==> src/rtl/spd_pkg.sv <==
package spd_pkg;
  localparam int SR_W = 3;
  typedef logic [SR_W-1:0] shreg_t;

  typedef enum logic [1:0] {
    SH_HOLD  = 2'd0,
    SH_DOWN  = 2'd1,
    SH_UP    = 2'd2
  } shift_op_e;

  function automatic shift_op_e pick_op(input logic enc, input logic tick);
    if (enc && !tick)      return SH_DOWN;
    else if (tick && !enc) return SH_UP;
    else                   return SH_HOLD;
  endfunction
endpackage

==> src/rtl/spd_ref_divider.sv <==
module spd_ref_divider #(
  parameter int DIV_RATIO = 4168
) (
  input  logic clk,
  input  logic rst,
  output logic tick
);
  localparam int CW = (DIV_RATIO > 1) ? $clog2(DIV_RATIO) : 1;
  localparam logic [CW-1:0] LAST = CW'(DIV_RATIO - 1);

  logic [CW-1:0] cnt;

  always_ff @(posedge clk) begin
    if (rst) begin
      cnt  <= '0;
      tick <= 1'b0;
    end else if (cnt == LAST) begin
      cnt  <= '0;
      tick <= 1'b1;
    end else begin
      cnt  <= cnt + 1'b1;
      tick <= 1'b0;
    end
  end

  p_tick_single_r1: assert property (@(posedge clk) disable iff (rst)
    tick |=> !tick);
  p_cnt_range_r1: assert property (@(posedge clk) disable iff (rst)
    cnt <= LAST);
endmodule

==> src/rtl/spd_shifter.sv <==
module spd_shifter
  import spd_pkg::*;
(
  input  logic   clk,
  input  logic   rst,
  input  logic   enc,
  input  logic   tick,
  output shreg_t sr
);
  shift_op_e op;

  always_comb op = pick_op(enc, tick);

  always_ff @(posedge clk) begin
    if (rst) begin
      sr <= '0;
    end else begin
      unique case (op)
        SH_DOWN: sr <= {1'b0, sr[SR_W-1:1]};
        SH_UP:   sr <= {sr[SR_W-2:0], 1'b1};
        default: sr <= sr;
      endcase
    end
  end

  p_enc_shift_r2: assert property (@(posedge clk) disable iff (rst)
    (enc && !tick) |=> (sr[2] == 1'b0) && (sr[1:0] == $past(sr[2:1])));
  p_ref_shift_r3: assert property (@(posedge clk) disable iff (rst)
    (tick && !enc) |=> (sr[0] == 1'b1) && (sr[2:1] == $past(sr[1:0])));
  p_cancel_r4: assert property (@(posedge clk) disable iff (rst)
    (tick && enc) |=> $stable(sr));
endmodule

==> src/rtl/spd_settle.sv <==
module spd_settle #(
  parameter int SETTLE_TICKS = 270
) (
  input  logic       clk,
  input  logic       rst,
  input  logic       tick,
  input  logic [1:0] ends,
  output logic       at_speed
);
  localparam int SW = (SETTLE_TICKS > 1) ? $clog2(SETTLE_TICKS) : 1;
  localparam logic [SW-1:0] FULL = SW'(SETTLE_TICKS - 1);

  logic [1:0]    prev_ends;
  logic [SW-1:0] cnt;
  logic          moved;

  always_comb moved = (ends != prev_ends);

  always_ff @(posedge clk) begin
    if (rst) begin
      prev_ends <= '0;
      cnt       <= '0;
      at_speed  <= 1'b0;
    end else begin
      prev_ends <= ends;
      if (moved) begin
        cnt      <= '0;
        at_speed <= 1'b0;
      end else if (tick && !at_speed) begin
        if (cnt == FULL) at_speed <= 1'b1;
        else             cnt      <= cnt + 1'b1;
      end
    end
  end

  p_drop_on_move_r7: assert property (@(posedge clk) disable iff (rst)
    moved |=> !at_speed);
  p_rise_on_tick_r6: assert property (@(posedge clk) disable iff (rst)
    $rose(at_speed) |-> $past(tick));
endmodule

==> src/rtl/spindle_phase_det.sv <==
module spindle_phase_det
  import spd_pkg::*;
#(
  parameter int DIV_RATIO    = 4168,
  parameter int SETTLE_TICKS = 270
) (
  input  logic clk,
  input  logic rst,
  input  logic enc_pulse,
  output logic ref_tick,
  output logic phase,
  output logic at_speed
);
  shreg_t sr;

  spd_ref_divider #(.DIV_RATIO(DIV_RATIO)) u_div (
    .clk  (clk),
    .rst  (rst),
    .tick (ref_tick)
  );

  spd_shifter u_sr (
    .clk  (clk),
    .rst  (rst),
    .enc  (enc_pulse),
    .tick (ref_tick),
    .sr   (sr)
  );

  spd_settle #(.SETTLE_TICKS(SETTLE_TICKS)) u_settle (
    .clk      (clk),
    .rst      (rst),
    .tick     (ref_tick),
    .ends     ({sr[2], sr[0]}),
    .at_speed (at_speed)
  );

  always_comb phase = sr[1];

  p_phase_hold_r5: assert property (@(posedge clk) disable iff (rst)
    (ref_tick && !enc_pulse && phase) |=> phase);
endmodule

==> config.mk <==
export PLATFORM = sky130hd
export DESIGN_NAME = spindle_phase_det
export DESIGN_NICKNAME = d
export VERILOG_FILES = /design/src/rtl/spd_pkg.sv /design/src/rtl/spd_ref_divider.sv /design/src/rtl/spd_shifter.sv /design/src/rtl/spd_settle.sv /design/src/rtl/spindle_phase_det.sv
export SDC_FILE = /design/constraint.sdc
export NUM_CORES = 1
export LEC_CHECK = 0
export BUFFER_PORTS_ARGS = -buffer_cell sky130_fd_sc_hd__buf_2
export CAP_MARGIN = 20
export CORE_MARGIN = 4
export CORE_UTILIZATION = 59
export DETAILED_ROUTE_END_ITERATION = 10
export PLACE_DENSITY = 0.77
export SLEW_MARGIN = 25
export SYNTH_ARGS = -nofsm -noshare
export SYNTH_HDL_FRONTEND = slang
export SYNTH_SLANG_ARGS = --single-unit
export TNS_END_PERCENT = 50
==> constraint.sdc <==
create_clock -name clk -period 2.2 [get_ports clk]
set_clock_uncertainty 0.1 [all_clocks]
set_input_delay 0.11 -clock clk [delete_from_list [all_inputs] [get_ports clk]]
set_output_delay 0.11 -clock clk [all_outputs]
set_load 0.01 [all_outputs]
==> results of run 1 <==
cells by family (layout without fill, tap and decap cells):
logic type      after synthesis  after routing  share of synthesized area [%]
compound gates               17             17                          9.617
xor+xnor                     16             16                          10.46
fa+ha+maj                     4              4                          3.735
buf+inv                       9             20                          2.614
flops                        29             29                          43.32
mux                           2              2                          1.494
simple gates                 73             73                          28.76
worst paths after layout:
check	cells past startpoint	startpoint	to
setup / recovery	5	u_div.cnt[0]$_SDFF_PP0_	u_div.cnt[12]$_SDFF_PP0_
hold / removal	5	enc_pulse	u_sr.sr[2]$_SDFFE_PP0P_
setup reg to reg	5	u_div.cnt[0]$_SDFF_PP0_	u_div.cnt[12]$_SDFF_PP0_
hold reg to reg	1	u_div.cnt[0]$_SDFF_PP0_	u_div.cnt[0]$_SDFF_PP0_
state kept, by name, indices dropped and copies added (netlist names):
| signal | flops |
|---|---|
| u_sr.sr | 3 |
| u_settle.prev_ends | 2 |
| u_div.tick | 1 |
| u_settle.at_speed | 1 |
| u_settle.cnt | 9 |
| u_div.cnt | 13 |
stage by stage:
stage	instances	hold WS, ps	util (%)	setup WS [ps]	area [um^2]
after global routing	188	255.7	70.09	256.4	1445
after detailed placement	179	326.2	67.23	409.3	1386
after floorplan	150	319.7	-	644.5	1340
final	188	223.9	70.09	407.3	1445
after global placement	179	319.0	67.23	517.9	1386
after CTS	188	222.6	70.09	410.1	1445
cell type report:
class	instances	share of cell area (%)
multi-input combinational	112	50.13
sequential	29	40.17
clock buffer	8	3.377
timing repair buffer	6	2.424
tap	27	2.338
inverter	6	1.558
worst max-delay path, delay by kind of cell (launching register included):
kind	cells	cell delay, ps
flops	1	400
simple gates	2	440
fa+ha+maj	1	250
buf+inv	1	70
compound gates	1	410
per-layer routing:
layer  routed length (um)  share of wire, %
met1                 1129                47
met2                 1154                48
met3                  109               4.5
met4                   25               1.0
met5                    0                 0
placed cells by master (no fill, tap or decap), drive strengths merged, types with 4 or more instances in the layout:
master	netlist	layout
a21oi	9	9
buf	1	5
clkbuf	2	8
nor2	32	32
dfxtp	29	29
nand3b	4	4
nand3	7	7
xnor2	11	11
inv	6	6
nand2	9	9
ha	4	4
nor3	6	6
xor2	5	5
nor4	4	4
power groups by stage:
stage                     Clock [mW]  Combinational, mW  Sequential (mW)
after global placement             0             0.0240            0.547
after CTS                      0.311             0.0263            0.536
after detailed placement           0             0.0251            0.548
final                          0.301             0.0263            0.536
after floorplan                    0             0.0199            0.547
after global routing           0.344             0.0294            0.537
timing repair:
| item | in CTS | in global routing |
|---|---|---|
| hold buffers | 1 | 0 |
| gates resized for setup | 0 | 0 |
| endpoints found under the hold margin | 8 | 0 |
==> qor.yml, run 1 <==
die-width_um: 55.66
insertion_delay_ps: 330
drt_wl_total_um: 2419
seq_power_share_pct: 62.0
multiInputGateArea_um2: 724.4
grt_overflow: 0
cell_internal_pwr_mw: 0.6657
clock_edge_transition_at_the_registers_on_the_reported_setup_and_hold_paths_ps: 80
yosys_register_bits: 29
grt_antenna_before_repair: 0
first_global_vias: 1043
post-route-drc-count: 0
synth_cell_type_count: 29
power.share.combinational_pct: 3.0
r2r_slack_ps: 410
num_antenna_cells: 0
worst-slew-pin-transition_ps: 408.6
totalNegativeSetupSlack_ps: 0
seq_area_frac_synth_pct: 43.32
grt_most_used_layer: "met2"
gr-usage-all-layers_pct: 17.49
drt-pass1-iter-count: 4
drive_above_1_share_pct: 11.80
floorplan.io_pins: 6
layout_min_cycle_time_ps: 1793
critPathMaxFanout: 10
yosysMostFrequentCell: "nor2_1"
report.final.hold_viol_count: 0
cts.path.max_buffers: 2
cts_setup_buffers: 0
leakagePower_nw: 0.5111
netlist_top_cells_count: "32 x nor2_1, 29 x dfxtp_1, 11 x xnor2_1"
grt_util_met1_pct: 20.91
effective_utilization_at_floorplan_pct: 64.99
power.share.switching_pct: 22.89
place.gp.congestion: 0.8255
setup_violations: 0
area.growth.synth_to_final_pct: 7.843
power.total_mw: 0.8633
switching_power_mw: 0.1976
unrepaired_setup_endpoints_after_global_routing: "false"
placementRows: 16
slew_viol_final: 0
critPathSlowestCell: "a31o_1"
period_share_pct: 81.49
vdd_ir_drop_max_mv: 0.6033
holdCritPathClass: "input pin to register"
dieArea_um2: 3097
numPortBuffers: 5
use_met2_pct: 28.04
h-tree-depth: 2
synth.top_cells.by_area: "dfxtp_1 43%, nor2_1 9.0%, xnor2_1 7.2%"
run_status: "finished clean"
route.detailed.wl_per_inst_um: 12.87
achievable-frequency_ghz: 0.5578
worst_setup_path_start_kind: "register"
core_um2: 2062
synthCells: 150
grt_first_pass_wirelength_um: 4319
post_synth_top_area_share_pct: 43.32
number_of_buffers_created_by_cts: 5
post_syn_area_um2: 1340
cts_sinks: 29
max-slew-margin-rel_pct: 72.76
yosys_warnings: 0
ctsRootBufferMaster: "clkbuf_4"
sequence_of_cells_on_the_critical_path: "ha_1, inv_1, nor4_1, a31o_1, nor2_1"
postSynthNetCount: 157
routed-via-count: 1045
grt_start_max_net_pins: 12
postRouteAntennaNets: 0
final_nets: 167
fill_cells: 175
pwr_density_cell_nw_per_um2: 597.4
max_stage_delay_ps: 410
worstPathArrival_ps: 1900
synth.largest_area_cell: "dfxtp_1"
dp.final_hpwl_um: 1727
synth_enable_flop_cells: 0
max_capacitance_violation_total: 0
post_drt_via_cell_ratio: 5.559
crit_path_end_kind: "register"
syn_avg_cell_area_um2: 8.934
vert_die_dim_um: 55.66
ff_latch_area_um2: 580.6
met3_usage_pct: 6.961
postSynth.asyncResetShare_pct: 0
drt_iter0_markers: 28
power.clock.fraction_pct: 34.9
cts_tree: "built"
most_used_flip_flop_cell_after_synthesis: "dfxtp_1"
critPathKind: "register to register"
cp.required_ps: 2310
(Power assumes the default switching activity.)
==> run 2: changes to the inputs <==
- ABC_AREA: not set -> 1
- clock period: 2.2 -> 1.7 ns (I/O delays scaled with it)
==> qor.yml, run 2 <==
cell_internal_pwr_mw: 0.8692  # +31%
setup_violations: 0  # unchanged
dp.final_hpwl_um: 1853  # +7.3%
timing.rr.end: "u_settle.cnt[0]$_SDFFE_PP0P_"
worst-slew-pin-transition_ps: 327.5  # -81.13 ps
drive_above_1_share_pct: 12.84  # +1.0 points
grt_overflow: 0  # unchanged
switching_power_mw: 0.2759  # +40%
worstSetupPathDepth: 10  # +5
synth.top_cells.by_area: "dfxtp_1 41%, nand2_1 13%, nor2_1 11%"
worst_setup_path_start_kind: "register"
run_status: "finished clean"
insertion_delay_ps: 320  # about the same
max_stage_delay_ps: 390  # -20 ps
crit_start: "u_settle.cnt[1]$_SDFFE_PP0P_"
drt_iter0_markers: 45  # +61%
place.gp.congestion: 0.9232  # +12%
worstPathArrival_ps: 1590  # -310 ps
post_cts_resize_count: 0  # unchanged
numPortBuffers: 5  # unchanged
final_nets: 224  # +34%
power.share.switching_pct: 24.10  # +1.2 points
number_of_buffers_created_by_cts: 5  # unchanged
power.share.combinational_pct: 5.1  # +2.1 points
slew_viol_final: 0  # unchanged
placementRows: 17  # +1
critPathMaxFanout: 6  # -4
netlist_top_cells_count: "51 x nand2_1, 41 x nor2_1, 29 x dfxtp_1"
post-route-drc-count: 0  # unchanged
period_share_pct: 86.02  # +4.5 points
critPathSlowestCell: "dfxtp_1"
worstHoldStart: "enc_pulse"
registers_with_the_highest_flip_flop_counts: "u_div.cnt (13), u_settle.cnt (9), u_sr.sr (3)"
timing.critical_path.to: "u_settle.cnt[0]$_SDFFE_PP0P_"
clock_edge_transition_at_the_registers_on_the_reported_setup_and_hold_paths_ps: 100  # +20 ps
h-tree-depth: 2  # unchanged
seq_power_share_pct: 60.9  # -1.1 points
drt-pass1-iter-count: 4  # unchanged
largest-register: "u_div.cnt"
cp_buf_inv_count: 2  # +1
power.clock.fraction_pct: 33.9  # -1.0 points
postRouteAntennaNets: 0  # unchanged
max_ffs_per_register: 13  # unchanged
holdCritPathClass: "input pin to register"
max_capacitance_violation_total: 0  # unchanged
die-width_um: 57.26  # +2.9%
area.growth.synth_to_final_pct: 7.430
first_global_vias: 1157  # +11%
cts_sinks: 29  # unchanged
critPathKind: "register to register"
routed-via-count: 1208  # +16%
ctsRootBufferMaster: "clkbuf_4"
gr-usage-all-layers_pct: 17.43  # -0.056 points
sequence_of_cells_on_the_critical_path: "inv_1, ha_1, nand2_1, inv_1, nand2_1, nor2_2, nor2_2, nand2_1, nand2_1, nor2_1"
post_syn_area_um2: 1431  # +6.8%
cts_tree: "built"
report.final.hold_viol_count: 0  # unchanged
multiInputGateArea_um2: 738.2  # +1.9%
r2r_slack_ps: 240  # -170 ps
layout_commonest_cell: "nand2_1"
cts.path.max_buffers: 2  # unchanged
pwr_density_cell_nw_per_um2: 744.7  # +25%
effective_utilization_at_floorplan_pct: 63.49  # -1.5 points
cp.required_ps: 1820  # -490 ps
yosys_warnings: 0  # unchanged
max-slew-margin-rel_pct: 78.10  # +5.3 points
final_cell_mix: "51 x nand2_1, 41 x nor2_1, 29 x dfxtp_1"
unrepaired_setup_endpoints_after_global_routing: "false"
layoutNonFillerInstCount: 246  # +31%
drt_wl_total_um: 2505  # +3.6%
leakagePower_nw: 0.6106  # +19%
postSynthNetCount: 213  # +36%
ff_latch_area_um2: 580.6  # unchanged
layout_min_cycle_time_ps: 1462  # -330.3 ps
grt_start_max_net_pins: 13  # +1
crit_path_end_kind: "register"
layout.cell_area.non_filler_um2: 1538  # +6.4%
floorplan.io_pins: 6  # unchanged
grt_first_pass_wirelength_um: 4567  # +5.7%
achievable-frequency_ghz: 0.6838  # +23%
cts_setup_buffers: 0  # unchanged
worst_r2r_path_depth: 10  # +5
synth_enable_flop_cells: 0  # unchanged
cp_top_family: "simple AND/OR/NAND/NOR gates"
num_antenna_cells: 0  # unchanged
route.detailed.wl_per_inst_um: 10.18  # -21%
core_um2: 2255  # +9.3%
post_synth_top_area_share_pct: 40.56  # -2.8 points
synthCells: 206  # +37%
synth_cell_type_count: 24  # -17%
r2r_start: "u_settle.cnt[1]$_SDFFE_PP0P_"
synth.largest_area_cell: "dfxtp_1"
postSynth.asyncResetShare_pct: 0  # unchanged
yosysMostFrequentCell: "nand2_1"
vert_die_dim_um: 57.26  # +2.9%
path_common_cell: "nand2_1"
post_drt_via_cell_ratio: 4.911  # -12%
vdd_ir_drop_max_mv: 0.6608  # +9.5%
fill_cells: 208  # +19%
totalNegativeSetupSlack_ps: 0  # unchanged
syn_avg_cell_area_um2: 6.948  # -22%
seq_area_frac_synth_pct: 40.56  # -2.8 points
dpl-instance-area_um2: 1476  # +6.5%
postCtsHoldBufs: 1  # unchanged
dieArea_um2: 3278  # +5.8%
most_used_flip_flop_cell_after_synthesis: "dfxtp_1"
dp_cells: 237  # +32%
grt_antenna_before_repair: 0  # unchanged
yosys_register_bits: 29  # unchanged
## run 2: cells by family after synthesis
group                    after synthesis  synth area share [%]
XOR/XNOR                               9                 5.507
adder cells (fa/ha/maj)                4                 3.497
AO/OA/AOI/OAI                         15                 5.769
AND/OR/NAND/NOR                      121                 36.80
flip-flops                            29                 40.56
buffers and inverters                 28                 7.867
## run 2: worst min-delay path by stage
stage | to | slack, ps | cells after the start
after CTS | u_sr.sr[2]$_SDFFE_PP0P_ | 160 | 4
after global routing | u_sr.sr[2]$_SDFFE_PP0P_ | 190 | 4
final | u_sr.sr[2]$_SDFFE_PP0P_ | 180 | 4
after floorplan | u_settle.prev_ends[1]$_SDFF_PP0_ | 300 | 2
after detailed placement | u_div.tick$_SDFF_PP0_ | 290 | 2
after global placement | u_settle.prev_ends[0]$_SDFF_PP0_ | 280 | 2
## run 2: cell type report
cell class / instances / area share [%]
Multi-Input combinational cell: 149 / 48.01
Inverter: 26 / 6.347
Clock inverter: 2 / 0.6509
Sequential cell: 29 / 37.75
Timing Repair Buffer: 6 / 2.278
Tap cell: 28 / 2.278
Clock buffer: 6 / 2.685
## run 2: metrics by stage
step	setup WS [ps]	hold slack [ps]	total power, mW	util (%)
after floorplan	377.5	302.5	0.7604	-
after global placement	320.3	282.2	0.7681	65.48
after detailed placement	263.3	291.6	0.7707	65.48
after CTS	236.5	156.6	1.159	68.20
after global routing	83.59	190.4	1.216	68.20
final	237.6	176.5	1.145	68.20
## run 2: per-layer routing
| metal | vias to the layer above | track usage (%) | wire length, um |
|---|---|---|---|
| met5 | - | 0 | 0 |
| li1 | 665 | - | - |
| met4 | 0 | 6.623 | 21 |
| met3 | 4 | 4.751 | 107 |
| met2 | 22 | 29.20 | 1145 |
| met1 | 517 | 21.29 | 1231 |
## run 2: tightest hold or removal path: stages
cell and delay (ps):
buf_2 90, inv_1 50, ha_1 220, a211oi_1 90
## run 2: power by group through the flow
stage	sequential, mW	combinational, mW	clock, mW
after global routing	0.700	0.0676	0.448
after CTS	0.698	0.0590	0.402
after floorplan	0.713	0.0475	0
final	0.698	0.0586	0.389
after global placement	0.713	0.0549	0
after detailed placement	0.714	0.0569	0
==> run 3: changes to the inputs <==
- CORE_UTILIZATION: 59 -> 60
- GPL_TIMING_DRIVEN: not set -> 0
- PLACE_DENSITY: 0.77 -> 0.78
- SYNTH_HIERARCHICAL: not set -> 1
==> qor.yml, run 3 <==
synth_cell_type_count: 22  # -8.3%
first_global_vias: 1219  # +5.4%
report.final.hold_viol_count: 0  # unchanged
worst_setup_path_start_kind: "register"
area.growth.synth_to_final_pct: 9.291
holdCritPathClass: "input pin to register"
timing.rr.end: "u_div/cnt[11]$_SDFF_PP0_"
netlist_top_cells_count: "57 x nand2_1, 32 x nor2_1, 31 x inv_1"
hold_depth: 6  # +2
fill_cells: 222  # +6.7%
vdd_ir_drop_max_mv: 0.5818  # -12%
yosysMostFrequentCell: "nand2_1"
registers_with_the_highest_flip_flop_counts: "u_div/cnt (13), u_settle/cnt (9), u_sr/sr (3)"
postRouteAntennaNets: 0  # unchanged
post_synth_top_area_share_pct: 37.82  # -2.7 points
placementRows: 18  # +1
leakagePower_nw: 0.6741  # +10%
r2r_slack_ps: 210  # -30 ps
post_drt_via_cell_ratio: 4.955  # +0.91%
most_used_flip_flop_cell_after_synthesis: "dfxtp_1"
drive_above_1_share_pct: 14.23  # +1.4 points
layout_commonest_cell: "nand2_1"
worstPathArrival_ps: 1620  # +30 ps
floorplan.io_pins: 6  # unchanged
h-tree-depth: 2  # unchanged
max-slew-margin-rel_pct: 79.78  # +1.7 points
power.total_mw: 1.238  # +8.1%
syn_avg_cell_area_um2: 6.823  # -1.8%
grt_antenna_before_repair: 0  # unchanged
postSynth.asyncResetShare_pct: 0  # unchanged
synth_enable_flop_cells: 0  # unchanged
core_um2: 2455  # +8.9%
grt_start_max_net_pins: 11  # -2
number_of_buffers_created_by_cts: 5  # unchanged
critPathKind: "register to register"
insertion_delay_ps: 330  # about the same
worst-slew-pin-transition_ps: 302.2  # -25.25 ps
yosys_warnings: 6  # +6
vert_die_dim_um: 58.59  # +2.3%
numPortBuffers: 5  # unchanged
cts.path.max_buffers: 2  # unchanged
final_cell_mix: "57 x nand2_1, 32 x nor2_1, 31 x inv_1"
max_ffs_per_register: 13  # unchanged
postSynthNetCount: 232  # +8.9%
worst_r2r_path_depth: 7  # -3
worstHoldStart: "enc_pulse"
use_met2_pct: 30.78  # +1.6 points
grt_overflow: 0  # unchanged
period_share_pct: 87.63  # +1.6 points
final_nets: 245  # +9.4%
post_cts_resize_count: 0  # unchanged
layout_min_cycle_time_ps: 1490  # +27.36 ps
die-width_um: 58.59  # +2.3%
synthCells: 225  # +9.2%
grt_first_pass_wirelength_um: 5043  # +10%
drt-pass1-iter-count: 4  # unchanged
drt_wl_total_um: 2870  # +15%
grt_most_used_layer: "met2"
drt_iter0_markers: 60  # +33%
cts_tree: "built"
routed-via-count: 1333  # +10%
dieArea_um2: 3432  # +4.7%
run_status: "finished clean"
unrepaired_setup_endpoints_after_global_routing: "false"
effective_utilization_at_floorplan_pct: 62.54  # -0.95 points
cp.required_ps: 1830  # about the same
met3_usage_pct: 6.140  # +1.4 points
crit_path_end_kind: "register"
max_capacitance_violation_total: 0  # unchanged
r2r_start: "u_div/cnt[0]$_SDFF_PP0_"
multiInputGateArea_um2: 800.8  # +8.5%
synth.largest_area_cell: "dfxtp_1"
achievable-frequency_ghz: 0.6713  # -1.8%
totalNegativeSetupSlack_ps: 0  # unchanged
critPathMaxFanout: 10  # +4
gr-usage-all-layers_pct: 19.42  # +2.0 points
place.gp.congestion: 0.8866  # -4.0%
pwr_density_cell_nw_per_um2: 738.0  # -0.89%
crit_start: "u_div/cnt[0]$_SDFF_PP0_"
slew_viol_final: 0  # unchanged
sink_of_the_worst_hold_path: "u_sr/sr[1]$_SDFFE_PP0P_"
setup_violations: 0  # unchanged
ctsRootBufferMaster: "clkbuf_4"
synth.top_cells.by_area: "dfxtp_1 38%, nand2_1 14%, nor2_1 7.8%"
clock_edge_transition_at_the_registers_on_the_reported_setup_and_hold_paths_ps: 100  # about the same
grt_util_met1_pct: 23.57  # +2.3 points
post_syn_area_um2: 1535  # +7.3%
dp.final_hpwl_um: 2118  # +14%
num_antenna_cells: 0  # unchanged
route.detailed.wl_per_inst_um: 10.67  # +4.8%
ff_latch_area_um2: 580.6  # unchanged
cts_sinks: 29  # unchanged
yosys_register_bits: 29  # unchanged
seq_area_frac_synth_pct: 37.82  # -2.7 points
largest-register: "u_div/cnt"
post-route-drc-count: 0  # unchanged
run 3: cell count changes after synthesis, moves of 3 or more:
cell     before  now
inv_1        20   31
nor2_1       41   32
nand3_1      11   19
a21oi_1       8   15
nand2_1      51   57
a21oi_2       0    3
nor2_4        0    3
nor3_1        3    0
o21ai_1       3    0
run 3: how the worst max path moves through the flow:
stage | endpoint | slack [ps] | depth (start not counted)
after floorplan | u_div/cnt[5]$_SDFF_PP0_ | 400 | 7
after global placement | u_div/cnt[10]$_SDFF_PP0_ | 250 | 7
after detailed placement | u_div/cnt[11]$_SDFF_PP0_ | 230 | 7
after CTS | u_div/cnt[11]$_SDFF_PP0_ | 220 | 7
after global routing | u_div/cnt[11]$_SDFF_PP0_ | 80 | 7
final | u_div/cnt[11]$_SDFF_PP0_ | 210 | 7
run 3: cell type report:
type / count / area share [%]
multi-input cells: 159 / 47.73
flip-flops and latches: 29 / 34.60
inverters: 35 / 7.830
clock buffers: 7 / 3.878
well taps: 30 / 2.237
repair buffers: 6 / 2.088
plain buffers: 2 / 1.342
clock inverters: 1 / 0.2983
run 3: metal layers:
layer / part of all wire [%] / vias to the layer above
li1: - / 728
met1: 46 / 581
met2: 48 / 18
met3: 3.7 / 6
met4: 2.0 / 0
met5: 0 / -
run 3: worst max-delay path: stages, from the launching register on:
cell and delay, ps:
dfxtp_1 380, ha_1 260, nand2_1 100, nor2_1 140
nand3_2 100, nand2_2 110, buf_6 150, a21oi_1 50
run 3: metrics by stage:
stage	utilization [%]	instance area [um^2]	cells	setup slack, ps	hold slack, ps
after CTS	68.35	1678	269	215.7	166.9
after floorplan	-	1535	225	398.8	54.07
after detailed placement	65.09	1598	260	227.5	274.2
after global placement	65.09	1598	260	246.8	270.6
final	68.35	1678	269	210.3	187.0
after global routing	68.35	1678	269	81.51	192.2
run 3: what timing repair did:
action / 4_1_cts / 5_1_grt
endpoints found under the setup margin: 0 / 0
hold endpoints to repair: 6 / 0
hold buffers: 1 / 0
setup buffers: 0 / 0
run 3: logic make-up (layout without fill, tap and decap cells):
kind of cell,count (synthesis),after routing,synth area share (%)
adders and majority gates,4,4,3.260
buffers and inverters,37,51,10.02
DFF,29,29,37.82
AOI/OAI and AO/OA,21,21,7.743
xor gates and xnor gates,6,6,3.423
and+or+nand+nor,128,128,37.74
run 3: power by group:
part	internal, mW	switching (mW)
clock	0.239	0.241
sequential	0.688	0.00831
combinational	0.0239	0.0378
total	0.951	0.287
